[src/rtl/lrv_pkg.sv]
package lrv_pkg;
  localparam int unsigned RGB_W = 3;
  typedef logic [RGB_W-1:0] rgb_t;

  // bit0 red, bit1 green, bit2 blue; upper byte bits are don't-care
  function automatic rgb_t byte_to_rgb(input logic [7:0] b);
    return b[RGB_W-1:0];
  endfunction
endpackage

[src/rtl/lrv_hgen.sv]
module lrv_hgen #(
  parameter int unsigned H_SYNC = 144,
  parameter int unsigned H_BP   = 256,
  parameter int unsigned H_VIS  = 1600,
  parameter int unsigned H_FP   = 48
) (
  input  logic clk_i,
  input  logic rst_ni,
  output logic hsync_o,
  output logic line_end_o,
  output logic stream_go_o
);
  localparam int unsigned H_TOTAL = H_SYNC + H_BP + H_VIS + H_FP;
  localparam int unsigned HW      = $clog2(H_TOTAL);

  logic [HW-1:0] hcnt_q;

  assign line_end_o  = (hcnt_q == HW'(H_TOTAL - 1));
  assign stream_go_o = (hcnt_q == HW'(H_SYNC + H_BP - 1));

  always_ff @(posedge clk_i or negedge rst_ni) begin
    if (!rst_ni) begin
      hcnt_q  <= '0;
      hsync_o <= 1'b1;
    end else begin
      hcnt_q  <= line_end_o ? '0 : hcnt_q + 1'b1;
      hsync_o <= !(hcnt_q < HW'(H_SYNC));
    end
  end


  hsync_fall_chk: assert property (@(posedge clk_i) disable iff (!rst_ni)
    $fell(hsync_o) |-> hcnt_q == HW'(1));

  hsync_rise_chk: assert property (@(posedge clk_i) disable iff (!rst_ni)
    $rose(hsync_o) |-> hcnt_q == HW'(H_SYNC + 1));
endmodule

[src/rtl/lrv_vgen.sv]
module lrv_vgen #(
  parameter int unsigned V_SYNC = 2,
  parameter int unsigned V_BP   = 22,
  parameter int unsigned V_VIS  = 600,
  parameter int unsigned V_FP   = 1
) (
  input  logic clk_i,
  input  logic rst_ni,
  input  logic line_end_i,
  output logic vsync_o,
  output logic frame_go_o
);
  localparam int unsigned V_TOTAL = V_SYNC + V_BP + V_VIS + V_FP;
  localparam int unsigned VW      = $clog2(V_TOTAL);

  logic [VW-1:0] vcnt_q;

  // end of vertical back porch
  assign frame_go_o = line_end_i && (vcnt_q == VW'(V_SYNC + V_BP - 1));

  always_ff @(posedge clk_i or negedge rst_ni) begin
    if (!rst_ni) begin
      vcnt_q  <= '0;
      vsync_o <= 1'b0;
    end else begin
      if (line_end_i) vcnt_q <= (vcnt_q == VW'(V_TOTAL - 1)) ? '0 : vcnt_q + 1'b1;
      vsync_o <= (vcnt_q < VW'(V_SYNC));
    end
  end


  vsync_rise_chk: assert property (@(posedge clk_i) disable iff (!rst_ni)
    $rose(vsync_o) |-> vcnt_q == '0);

  vsync_fall_chk: assert property (@(posedge clk_i) disable iff (!rst_ni)
    $fell(vsync_o) |-> vcnt_q == VW'(V_SYNC));
endmodule

[src/rtl/lrv_fetch.sv]
module lrv_fetch
  import lrv_pkg::*;
#(
  parameter int unsigned ROW_BYTES = 64,
  parameter int unsigned ROWS      = 32,
  parameter int unsigned HOLD      = 9,
  parameter int unsigned REP       = 3,
  parameter int unsigned AW        = 12
) (
  input  logic          clk_i,
  input  logic          rst_ni,
  input  logic          stream_go_i,
  input  logic          frame_go_i,
  input  logic [7:0]    rd_data_i,
  output logic [AW-1:0] addr_o,
  output rgb_t          rgb_o
);
  localparam int unsigned STRIDE = ROW_BYTES + 3;
  localparam int unsigned BW     = $clog2(STRIDE + 1);
  localparam int unsigned KW     = $clog2(HOLD + 1);
  localparam int unsigned PW     = $clog2(REP + 1);
  localparam int unsigned RW     = $clog2(ROWS + 1);

  logic          fv_q, busy_q, busy_d_q;
  logic [BW-1:0] bcnt_q;
  logic [KW-1:0] hold_q;
  logic [PW-1:0] rep_q;
  logic [RW-1:0] row_q;
  logic [AW-1:0] base_q;
  logic          hold_last, byte_last, line_done, rep_last, row_last;

  assign hold_last = (hold_q == KW'(HOLD - 1));
  assign byte_last = (bcnt_q == BW'(STRIDE - 1));
  assign line_done = busy_q && hold_last && byte_last;
  assign rep_last  = (rep_q == PW'(REP - 1));
  assign row_last  = (row_q == RW'(ROWS - 1));

  assign addr_o = base_q + AW'(bcnt_q);
  assign rgb_o  = busy_d_q ? byte_to_rgb(rd_data_i) : '0;

  always_ff @(posedge clk_i or negedge rst_ni) begin
    if (!rst_ni) begin
      fv_q     <= 1'b0;
      busy_q   <= 1'b0;
      busy_d_q <= 1'b0;
      bcnt_q   <= '0;
      hold_q   <= '0;
      rep_q    <= '0;
      row_q    <= '0;
      base_q   <= '0;
    end else begin
      busy_d_q <= busy_q;
      if (busy_q) begin
        if (hold_last) begin
          hold_q <= '0;
          if (byte_last) begin
            busy_q <= 1'b0;
            bcnt_q <= '0;
          end else begin
            bcnt_q <= bcnt_q + 1'b1;
          end
        end else begin
          hold_q <= hold_q + 1'b1;
        end
      end else if (stream_go_i && fv_q) begin
        busy_q <= 1'b1;
        bcnt_q <= '0;
        hold_q <= '0;
      end

      if (line_done) begin
        if (rep_last) begin
          rep_q <= '0;
          if (row_last) begin
            row_q  <= '0;
            base_q <= '0;
            fv_q   <= 1'b0;
          end else begin
            row_q  <= row_q + 1'b1;
            base_q <= base_q + AW'(STRIDE);
          end
        end else begin
          rep_q <= rep_q + 1'b1;
        end
      end
      if (frame_go_i) fv_q <= 1'b1;
    end
  end


  addr_hold_chk: assert property (@(posedge clk_i) disable iff (!rst_ni)
    busy_q && !hold_last |=> $stable(addr_o));

  idle_no_frame_chk: assert property (@(posedge clk_i) disable iff (!rst_ni)
    !fv_q |-> !busy_q);

  start_on_go_chk: assert property (@(posedge clk_i) disable iff (!rst_ni)
    $rose(busy_q) |-> $past(stream_go_i) && addr_o == base_q);

  row_repeat_chk: assert property (@(posedge clk_i) disable iff (!rst_ni)
    line_done && !rep_last |=> $stable(base_q));

  frame_wrap_chk: assert property (@(posedge clk_i) disable iff (!rst_ni)
    $fell(fv_q) |-> row_q == '0 && rep_q == '0 && base_q == '0);
endmodule

[src/rtl/lrv_scanout.sv]
module lrv_scanout
  import lrv_pkg::*;
#(
  parameter int unsigned H_SYNC    = 144,
  parameter int unsigned H_BP      = 256,
  parameter int unsigned H_VIS     = 1600,
  parameter int unsigned H_FP      = 48,
  parameter int unsigned V_SYNC    = 2,
  parameter int unsigned V_BP      = 22,
  parameter int unsigned V_VIS     = 600,
  parameter int unsigned V_FP      = 1,
  parameter int unsigned ROW_BYTES = 64,
  parameter int unsigned ROWS      = 32,
  parameter int unsigned HOLD      = 9,
  parameter int unsigned AW        = 12
) (
  input  logic          clk_i,
  input  logic          rst_ni,
  output logic [AW-1:0] rd_addr_o,
  input  logic [7:0]    rd_data_i,
  output logic          hsync_o,
  output logic          vsync_o,
  output logic [2:0]    rgb_o
);
  localparam int unsigned REP = 3;

  logic line_end, stream_go, frame_go;
  rgb_t rgb;

  lrv_hgen #(.H_SYNC(H_SYNC), .H_BP(H_BP), .H_VIS(H_VIS), .H_FP(H_FP)) u_hgen (
    .clk_i       (clk_i),
    .rst_ni      (rst_ni),
    .hsync_o     (hsync_o),
    .line_end_o  (line_end),
    .stream_go_o (stream_go)
  );

  lrv_vgen #(.V_SYNC(V_SYNC), .V_BP(V_BP), .V_VIS(V_VIS), .V_FP(V_FP)) u_vgen (
    .clk_i      (clk_i),
    .rst_ni     (rst_ni),
    .line_end_i (line_end),
    .vsync_o    (vsync_o),
    .frame_go_o (frame_go)
  );

  lrv_fetch #(.ROW_BYTES(ROW_BYTES), .ROWS(ROWS), .HOLD(HOLD), .REP(REP), .AW(AW)) u_fetch (
    .clk_i       (clk_i),
    .rst_ni      (rst_ni),
    .stream_go_i (stream_go),
    .frame_go_i  (frame_go),
    .rd_data_i   (rd_data_i),
    .addr_o      (rd_addr_o),
    .rgb_o       (rgb)
  );

  assign rgb_o = rgb;
endmodule

[config.mk]
export PLATFORM = sky130hd
export DESIGN_NAME = lrv_scanout
export DESIGN_NICKNAME = d
export VERILOG_FILES = /design/src/rtl/lrv_pkg.sv /design/src/rtl/lrv_hgen.sv /design/src/rtl/lrv_vgen.sv /design/src/rtl/lrv_fetch.sv /design/src/rtl/lrv_scanout.sv
export SDC_FILE = /design/constraint.sdc
export NUM_CORES = 1
export LEC_CHECK = 0
export BUFFER_PORTS_ARGS = -buffer_cell sky130_fd_sc_hd__buf_2
export CAP_MARGIN = 10
export CORE_MARGIN = 5
export CORE_UTILIZATION = 35
export CTS_CLUSTER_DIAMETER = 120
export DETAILED_ROUTE_END_ITERATION = 8
export GPL_TIMING_DRIVEN = 0
export PLACE_DENSITY = 0.54
export SETUP_SLACK_MARGIN = 0.05
export SKIP_CTS_REPAIR_TIMING = 1
export SKIP_LAST_GASP = 1
export SYNTH_ARGS = -nofsm -noshare
export SYNTH_HDL_FRONTEND = slang
export SYNTH_HIERARCHICAL = 1
export SYNTH_SLANG_ARGS = --single-unit
[constraint.sdc]
create_clock -name clk_i -period 2.3 [get_ports clk_i]
set_input_delay 0.23 -clock clk_i [delete_from_list [all_inputs] [get_ports clk_i]]
set_output_delay 0.23 -clock clk_i [all_outputs]
set_load 0.005 [all_outputs]
# Yosys cells after proc, flatten, opt, wreduce, memory -nomap -nowiden
# Cells that the tools add are included.
[op_classes]
n_mul = 0
n_reduce_logical = 12
shift = 0
bitwise = 0
n_addsub = 8
div = 0
eq_ne = 9
n_lt_le_gt_ge = 2
mux = 21
[ops]
columns = ["cell", "n"]
rows = [
  ["7-bit 2-to-1 mux", 4],
  ["12-bit by 7-bit adder with 12-bit output", 1],
  ["12-bit by 7-bit adder with 12-bit output, second input constant", 1],
  ["12-bit 2-to-1 mux", 1],
  ["4-bit 2-to-1 mux", 3],
  ["11-bit by 1-bit adder with 11-bit output, second input constant", 1],
  ["11-bit == test, second input constant", 1],
  ["11-bit by 9-bit == test with 1-bit output, second input constant", 1],
  ["11-bit by 8-bit less-than comparator with 1-bit output, second input constant", 1],
  ["11-bit 2-to-1 mux", 1],
  ["10-bit by 1-bit adder with 10-bit output, second input constant", 1],
  ["10-bit == test, second input constant", 1],
  ["10-bit by 5-bit == test with 1-bit output, second input constant", 1],
  ["10-bit by 2-bit less-than comparator with 1-bit output, second input constant", 1],
  ["10-bit 2-to-1 mux", 1],
  ["1-bit 2-to-1 mux", 8],
  ["2-bit nonzero test", 4],
  ["7-bit by 1-bit adder with 7-bit output, second input constant", 1],
  ["7-bit == test, second input constant", 1],
  ["6-bit by 1-bit adder with 6-bit output, second input constant", 1],
  ["6-bit by 5-bit == test with 1-bit output, second input constant", 1],
  ["6-bit 2-to-1 mux", 1],
  ["4-bit by 1-bit adder with 4-bit output, second input constant", 1],
  ["4-bit == test, second input constant", 1],
  ["other kinds (9)", 13],
]
[word_totals]
word_cells = 64
latch_bits = 0
romBits = 0
memories = 0
in_bits = 10
ff_bits = 57
mem_bits_rw = 0

# Longest topological paths before layout
# Gate-level depths: netlist of the first run.
[logic_depth]
depth_word = 5
mapped_depth = 8
ltp_nobuf = 8

# By module
# The synthesis of the first run kept the hierarchy.
[by_module_without_submodules]
columns = ["module", "seq_area_each_um2", "n_inst", "cells_each", "area_each_um2"]
rows = [
  ["lrv_fetch", 850.8, 1, 226, 2069.5],
  ["lrv_vgen", 275.3, 1, 60, 588.1],
  ["lrv_hgen", 301.5, 1, 54, 584.3],
]

# Worst setup path before layout of the first run
# OpenSTA, ideal clock, no wires.
[synth_path]
kind = "register -> output"
start = "reg u_fetch.bcnt_q[0]"
end = "out rd_addr_o[8]"
path_stages_with_launch = 8
required_time_ps = 2070
arrival_time_ps = 1865
path_buffers = 0
slack_ps = 205
cell_sequence = "dfrtp_1 -> ha_1 -> fa_1 -> a211o_1 -> a21oi_1 -> o21ai_0 -> nor2b_1 -> nor2_1"
[synth_via]
elab_chain_len = 1
[synth_rtl]
columns = ["element", "line", "rtl"]
rows = [
  ["start, declared", "lrv_fetch.sv:25", "logic [BW-1:0] bcnt_q;"],
  ["start signal, assigned", "lrv_fetch.sv:60", "bcnt_q <= bcnt_q + 1'b1;"],
  ["12-bit by 7-bit adder with 12-bit output", "lrv_fetch.sv:38", "assign addr_o = base_q + AW'(bcnt_q);"],
  ["end, declared", "lrv_scanout.sv:19", "output logic [AW-1:0] rd_addr_o,"],
]
# No other way between the ends.

# Final worst setup path of the first run
# Ends and elaborated chain as after synthesis.

==> results of run 1 <==
==> critical path, cell delays in order (launching register included) <==
cell	delay (ns)
dfrtp_2	0.45
ha_4	0.19
fa_2	0.37
a211o_1	0.33
a21oi_2	0.19
o21ai_2	0.08
a21oi_1	0.15
nor2_1	0.06
buf_2	0.12
==> kinds of logic (layout without fill, tap and decap cells) <==
kind of cell	after synthesis	count (layout)
and+or+nand+nor	139	139
muxes	3	3
adders and majority gates	17	17
buffers and inverters	16	64
AOI/OAI and AO/OA	87	87
xor gates and xnor gates	21	21
DFF	57	57
==> layout by cell type, fill, tap and decap left out, types with 7 or more instances in the layout <==
cell and instances:
a21oi_1 10, xor2_1 11, inv_1 11, buf_4 9
dfrtp_1 49, ha_1 11, nor2_1 26, xnor2_1 10
o31ai_1 7, buf_2 22, o21ai_0 42, nand2_1 39
dfrtp_2 7, clkbuf_8 9, nand3_1 16, nor3_1 7
==> cell usage after synthesis, drive strengths merged (4+ instances only) <==
cell,n,area share
dfrtp,56,0.43
nor2b,7,0.016
xor2,11,0.030
clkbuf,4,0.0050
ha,16,0.062
or3,6,0.013
nor4,5,0.021
xnor2,10,0.027
nand3,17,0.026
nor3,8,0.014
or4,5,0.013
inv,11,0.013
nand2,39,0.045
a21oi,13,0.020
nor2,28,0.036
a21o,5,0.012
nand4,8,0.022
o21ai,47,0.075
o31ai,7,0.016
==> metal layers <==
layer | global-route usage | vias up | wire length [um]
met2 | 0.191 | 27 | 3030
met5 | 0 | - | 0
met4 | 0.0389 | 0 | 77
met3 | 0.0322 | 7 | 205
li1 | - | 1310 | -
met1 | 0.170 | 1270 | 3310
==> final timing paths <==
| check | from | end | slack [ns] | cells after the start |
|---|---|---|---|---|
| worst max-delay path | u_fetch/bcnt_q[0] | rd_addr_o[8] | -0.21 | 8 |
| max in group asynchronous | rst_ni | u_fetch/bcnt_q[1] | 1.25 | 3 |
| worst max register to register | u_hgen/hcnt_q[4] | u_vgen/vcnt_q[9] | 0.24 | 8 |
| worst min register to register | u_fetch/row_q[4] | u_fetch/row_q[4] | 0.50 | 1 |
| min in group clk_i | u_fetch/row_q[4] | u_fetch/row_q[4] | 0.50 | 1 |
| worst min-delay path | rst_ni | u_vgen/vcnt_q[1] | 0.45 | 2 |
==> metrics by stage <==
stage	util	setup slack (ns)	setup TNS [ns]	instances	power, mW
2_1_floorplan	-	0.205	0	340	1.02
3_3_place_gp	0.381	-0.186	-0.857	472	1.05
3_5_place_dp	0.383	-0.242	-0.988	473	1.05
4_1_cts	0.406	-0.447	-2.81	489	2.09
5_1_grt	0.429	-0.356	-1.09	499	2.13
6_report	0.429	-0.209	-0.585	499	2.04
==> state kept, by name (all words and copies together) (netlist names), 2 cells and up <==
signal,count
u_fetch/base_q,12
u_fetch/bcnt_q,7
u_fetch/hold_q,4
u_fetch/rep_q,2
u_fetch/row_q,6
u_hgen/hcnt_q,11
u_vgen/vcnt_q,10
==> cell type report <==
class	count	area [sq um]	area share
Sequential cell	57	1440	0.366
Clock buffer	10	128	0.0325
Buffer	5	22.5	0.00574
Clock inverter	6	82.6	0.0210
Timing Repair Buffer	32	203	0.0516
Tap cell	111	139	0.0354
Multi-Input combinational cell	267	1870	0.477
Inverter	11	41.3	0.0105
==> power by group <==
| part | switching [mW] | internal, mW |
|---|---|---|
| clock network | 0.403 | 0.604 |
| logic | 0.0199 | 0.00682 |
| registers | 0 | 1.00 |
==> flow_metrics.py, run 1 <==
metrics = {
    "power_and_ir_drop": {
        "vdd_drop_max_uv": 353,
        "p_per_area_nw_per_um2": 519,
        "p_leak_nw": 1.81,
    },
    "routing": {
        "vias": 2614,
        "drc": 0,
        "post_drt_wl_per_cell_um": 13.3,
        "ant_nets": 0,
        "wl_um": 6620,
        "dr.pass1.iters": 6,
        "drt_iter0_markers": 113,
        "vias_per_cell": 5.24,
    },
    "synthesis": {
        "ys.flop_type": "dfrtp_1",
        "syn_nets": 367,
        "synth_compound_area_frac": 0.159,
        "synthArstFlopShare": 1.00,
        "avgSynthCellArea_sq_um": 9.53,
        "synth_top_family_by_area": "simple AND/OR/NAND/NOR gates",
        "synth_edf_count": 0,
        "synth_area_sq_um": 3240,
        "yosysWarnings": 6,
        "synthAdderAreaFrac": 0.0679,
        "muxShareOfSynthArea": 0.0112,
        "synth-simple-area-share": 0.246,
        "ys_seq_elements": 57,
        "synth-xor-area-share": 0.0567,
        "postSynthCellCount": 340,
        "yosysSeqAreaShare": 0.440,
        "ys_types": 57,
    },
    "floorplan": {
        "rows": 35,
        "die_area_sq_um": 11300,
        "coreArea_sq_um": 9150,
        "chipWidth_um": 106,
        "io_pins": 27,
        "floorplan.initialDensity": 0.354,
        "fp.dieH_um": 106,
    },
    "finish": {
        "fillers": 890,
        "final_area_sq_um": 3930,
        "layout-drive-gt1-share": 0.237,
        "fin_nets": 410,
        "diodes": 0,
        "syn_to_final_growth_pct": 21.1,
    },
    "placed_design": {
        "dp.final_hpwl_um": 4530,
        "gp_congestion": 0.751,
        "place_area_sq_um": 3510,
        "io_buffers": 21,
    },
    "clocking": {
        "clkLatencyLatePin_ns": 0.33,
        "clk_pin_slew_ns": 0.07,
        "cts_max_level": 3,
        "root_buffer": "clkbuf_8",
        "cts_tree": "yes",
        "clock-sinks": 57,
        "numCtsBuffers": 9,
        "cts.path.max_buffers": 2,
    },
    "timing": {
        "finalCritPeriodShare": 1.09,
        "skew_ns": 0.00709,
        "setup_viol": 3,
        "hold_violations": 0,
        "min_period_ns": 2.51,
        "layout_setup_ws_ns": -0.209,
        "fin_hold_ws_ns": 0.451,
        "rsz0062_at_grt": "yes",
        "maxSlewViolCount": 0,
        "slew_headroom": 0.573,
        "worst_slew_pin_slew_ns": 0.641,
        "max_freq_mhz": 399,
    },
    "grt": {
        "grt_pass1_wl_um": 11500,
        "antenna_found_initial": 0,
        "grt_usage": 0.124,
        "grt_max_degree": 31,
        "grt_pass1_vias": 2422,
        "grt_overflow": 0,
    },
    "critical_path": {
        "crit_fanout": 5,
        "cp_data_arrival_time_ns": 2.28,
        "cp.required_ns": 2.07,
        "critPathKind": "register to output port",
        "crit_path_end_kind": "output port",
        "startpoint_type": "register",
    },
    "job": {
        "max-cap-violations": 0,
    },
    "outcome": {
        "violations": "negative setup slack",
        "status": "finished, violations left",
    },
    "hold_path": {
        "holdCritPathClass": "primary input to async pin",
    },
}
(Power assumes the default switching activity.)
==> run 2, diff against run 1 <==
--- a/config.mk
+++ b/config.mk
@@ -5,7 +5,7 @@
 export SDC_FILE = /design/constraint.sdc
 export NUM_CORES = 1
 export LEC_CHECK = 0
-export BUFFER_PORTS_ARGS = -buffer_cell sky130_fd_sc_hd__buf_2
+export BUFFER_PORTS_ARGS = -buffer_cell sky130_fd_sc_hd__buf_4
 export CAP_MARGIN = 10
 export CORE_MARGIN = 5
 export CORE_UTILIZATION = 35
@@ -13,7 +13,7 @@
 export DETAILED_ROUTE_END_ITERATION = 8
 export GPL_TIMING_DRIVEN = 0
 export PLACE_DENSITY = 0.54
-export SETUP_SLACK_MARGIN = 0.05
+export SETUP_SLACK_MARGIN = 0.1
 export SKIP_CTS_REPAIR_TIMING = 1
 export SKIP_LAST_GASP = 1
 export SYNTH_ARGS = -nofsm -noshare
==> flow_metrics.py, run 2 (synthesis gave the netlist of run 1 again) <==
metrics = {
    "critical_path": {
        "critPathKind": "register to output port",
        "crit_path_end_kind": "output port",
        "slowest_stage": "dfrtp_2",
        "startpoint_type": "register",
        "crit_fanout": 5,
        "cp.required_ns": 2.07,
        "crit_family": "adder cells",
        "path_cells": "ha_4, fa_2, a211o_1, a21oi_2, o21ai_2, nor2b_1, nor2_1, buf_4",
        "cp_data_arrival_time_ns": 2.24,
        "critPathBufInv": 1,
        "cp_slowest_stage_delay_ns": 0.46,
    },
    "finish": {
        "largest_register_ffs": 12,
        "largestRegisters": "u_fetch/base_q: 12 flops, u_hgen/hcnt_q: 11 flops, u_vgen/vcnt_q: 10 flops",
        "top_register": "u_fetch/base_q",
        "syn_to_final_growth_pct": 20.6,
        "layout-drive-gt1-share": 0.222,
        "final_common_cell": "dfrtp_1",
        "final_cell_mix": "51 x dfrtp_1, 40 x o21ai_0, 39 x nand2_1",
        "fin_nets": 405,
        "fin_cells": 494,
        "final_util": 0.427,
        "diodes": 0,
    },
    "timing": {
        "rsz0062_at_grt": "yes",
        "fin_hold_ws_ns": -0.0575,
        "finalCritPeriodShare": 1.07,
        "min_period_ns": 2.47,
        "worst_slew_pin_slew_ns": 0.745,
        "skew_ns": 0.00842,
        "hold_violations": 56,
        "maxSlewViolCount": 0,
        "max_freq_mhz": 405,
        "slew_headroom": 0.504,
        "setup_viol": 5,
        "layout_setup_ws_ns": -0.170,
    },
    "grt": {
        "grt_pass1_vias": 2475,
        "grt_max_degree": 58,
        "grt_pass1_wl_um": 11600,
        "grt_overflow": 0,
        "antenna_found_initial": 0,
        "grt_usage": 0.125,
    },
    "hold_path": {
        "holdCritPathClass": "primary input to async pin",
    },
    "clocking": {
        "cts_tree": "yes",
        "clk_pin_slew_ns": 0.07,
        "numCtsBuffers": 9,
        "root_buffer": "clkbuf_8",
        "cts.path.max_buffers": 2,
        "clkLatencyLatePin_ns": 0.34,
        "cts_max_level": 3,
        "clock-sinks": 57,
    },
    "placed_design": {
        "gp_congestion": 0.750,
        "pre_cts_ws_ns": -0.178,
        "placed_cells": 472,
        "dp.final_hpwl_um": 4560,
        "io_buffers": 21,
    },
    "routing": {
        "dr.pass1.iters": 5,
        "drt_iter0_markers": 91,
        "post_drt_wl_per_cell_um": 13.6,
        "vias": 2595,
        "wl_um": 6700,
        "ant_nets": 0,
        "vias_per_cell": 5.25,
        "drc": 0,
    },
    "floorplan": {
        "die_area_sq_um": 11300,
        "floorplan.initialDensity": 0.354,
        "io_pins": 27,
        "rows": 35,
        "chipWidth_um": 106,
        "coreArea_sq_um": 9150,
        "fp.dieH_um": 106,
    },
    "outcome": {
        "violations": "negative hold slack, negative setup slack",
        "status": "finished, violations left",
    },
    "power_and_ir_drop": {
        "vdd_drop_max_uv": 279,
        "clockPowerShare": 0.513,
        "intPower_mw": 1.67,
        "power_frac_seq": 0.476,
        "p_leak_nw": 1.80,
        "p_sw_uw": 435,
        "p_sw_frac": 0.207,
        "p_comb_frac": 0.011,
        "p_per_area_nw_per_um2": 539,
    },
    "job": {
        "max-cap-violations": 0,
    },
}
-- run 2: changes by cell type in the layout (fill, tap and decap cells not counted), sizes merged --
cell,before,now
clkbuf,14,15
clkinv,3,2
dlygate4sd3,1,0
buf,32,28
-- run 2: path summary, 6_finish.rpt --
check / startpoint / to / slack (ns) / cells after the start
hold reg to reg: u_vgen/vcnt_q[8] / u_vgen/vcnt_q[8] / 0.51 / 1
min in group clk_i: u_vgen/vcnt_q[8] / u_vgen/vcnt_q[8] / 0.51 / 1
setup reg to reg: u_hgen/hcnt_q[0] / u_fetch/bcnt_q[3] / 0.22 / 8
hold / removal: rst_ni / u_vgen/vcnt_q[1] / -0.06 / 1
setup / recovery: u_fetch/base_q[0] / rd_addr_o[8] / -0.17 / 8
max in group asynchronous: rst_ni / u_fetch/base_q[1] / 1.81 / 1
-- run 2: per-stage QoR --
step	cell area [sq um]	total power, mW	setup TNS [ns]
floorplan	3240	1.02	0
global placement	3540	1.05	-0.860
detailed placement	3540	1.05	-0.829
CTS	3770	2.15	-2.80
global route	3910	2.18	-1.21
finish	3910	2.11	-0.523
-- run 2: power by group through the flow --
stage / registers (mW) / logic [mW] / clock network [mW]
4_1_cts: 1.00 / 0.0261 / 1.12
3_3_place_gp: 1.02 / 0.0262 / 0
6_report: 1.00 / 0.0239 / 1.08
5_1_grt: 1.00 / 0.0286 / 1.15
2_1_floorplan: 1.02 / 0.000000962 / 0
3_5_place_dp: 1.02 / 0.0265 / 0
-- run 2: per-layer routing --
layer,track usage,routed length [um],vias up
met4,0.0389,56,0
met5,0,0,-
li1,-,-,1307
met1,0.162,3250,1239
met2,0.201,3160,43
met3,0.0370,242,6
-- run 2: worst reg2reg max path, cell delays in order, from the launching register on --
cell      delay [ns]
dfrtp_1         0.43
ha_4            0.18
nand3_2         0.11
or4_4           0.45
nor4_4          0.22
a21oi_2         0.13
nand2b_4        0.20
o21ai_1         0.15
o31ai_1         0.08
-- run 2: final cells by class --
| cell class | count | area, sq um |
|---|---|---|
| clock inverter | 5 | 77.6 |
| buffer | 5 | 22.5 |
| multi-input combinational | 267 | 1840 |
| tap | 111 | 139 |
| fill | 930 | 5240 |
| inverter | 11 | 41.3 |
| clock buffer | 11 | 151 |
| sequential | 57 | 1430 |
| timing repair buffer | 27 | 203 |
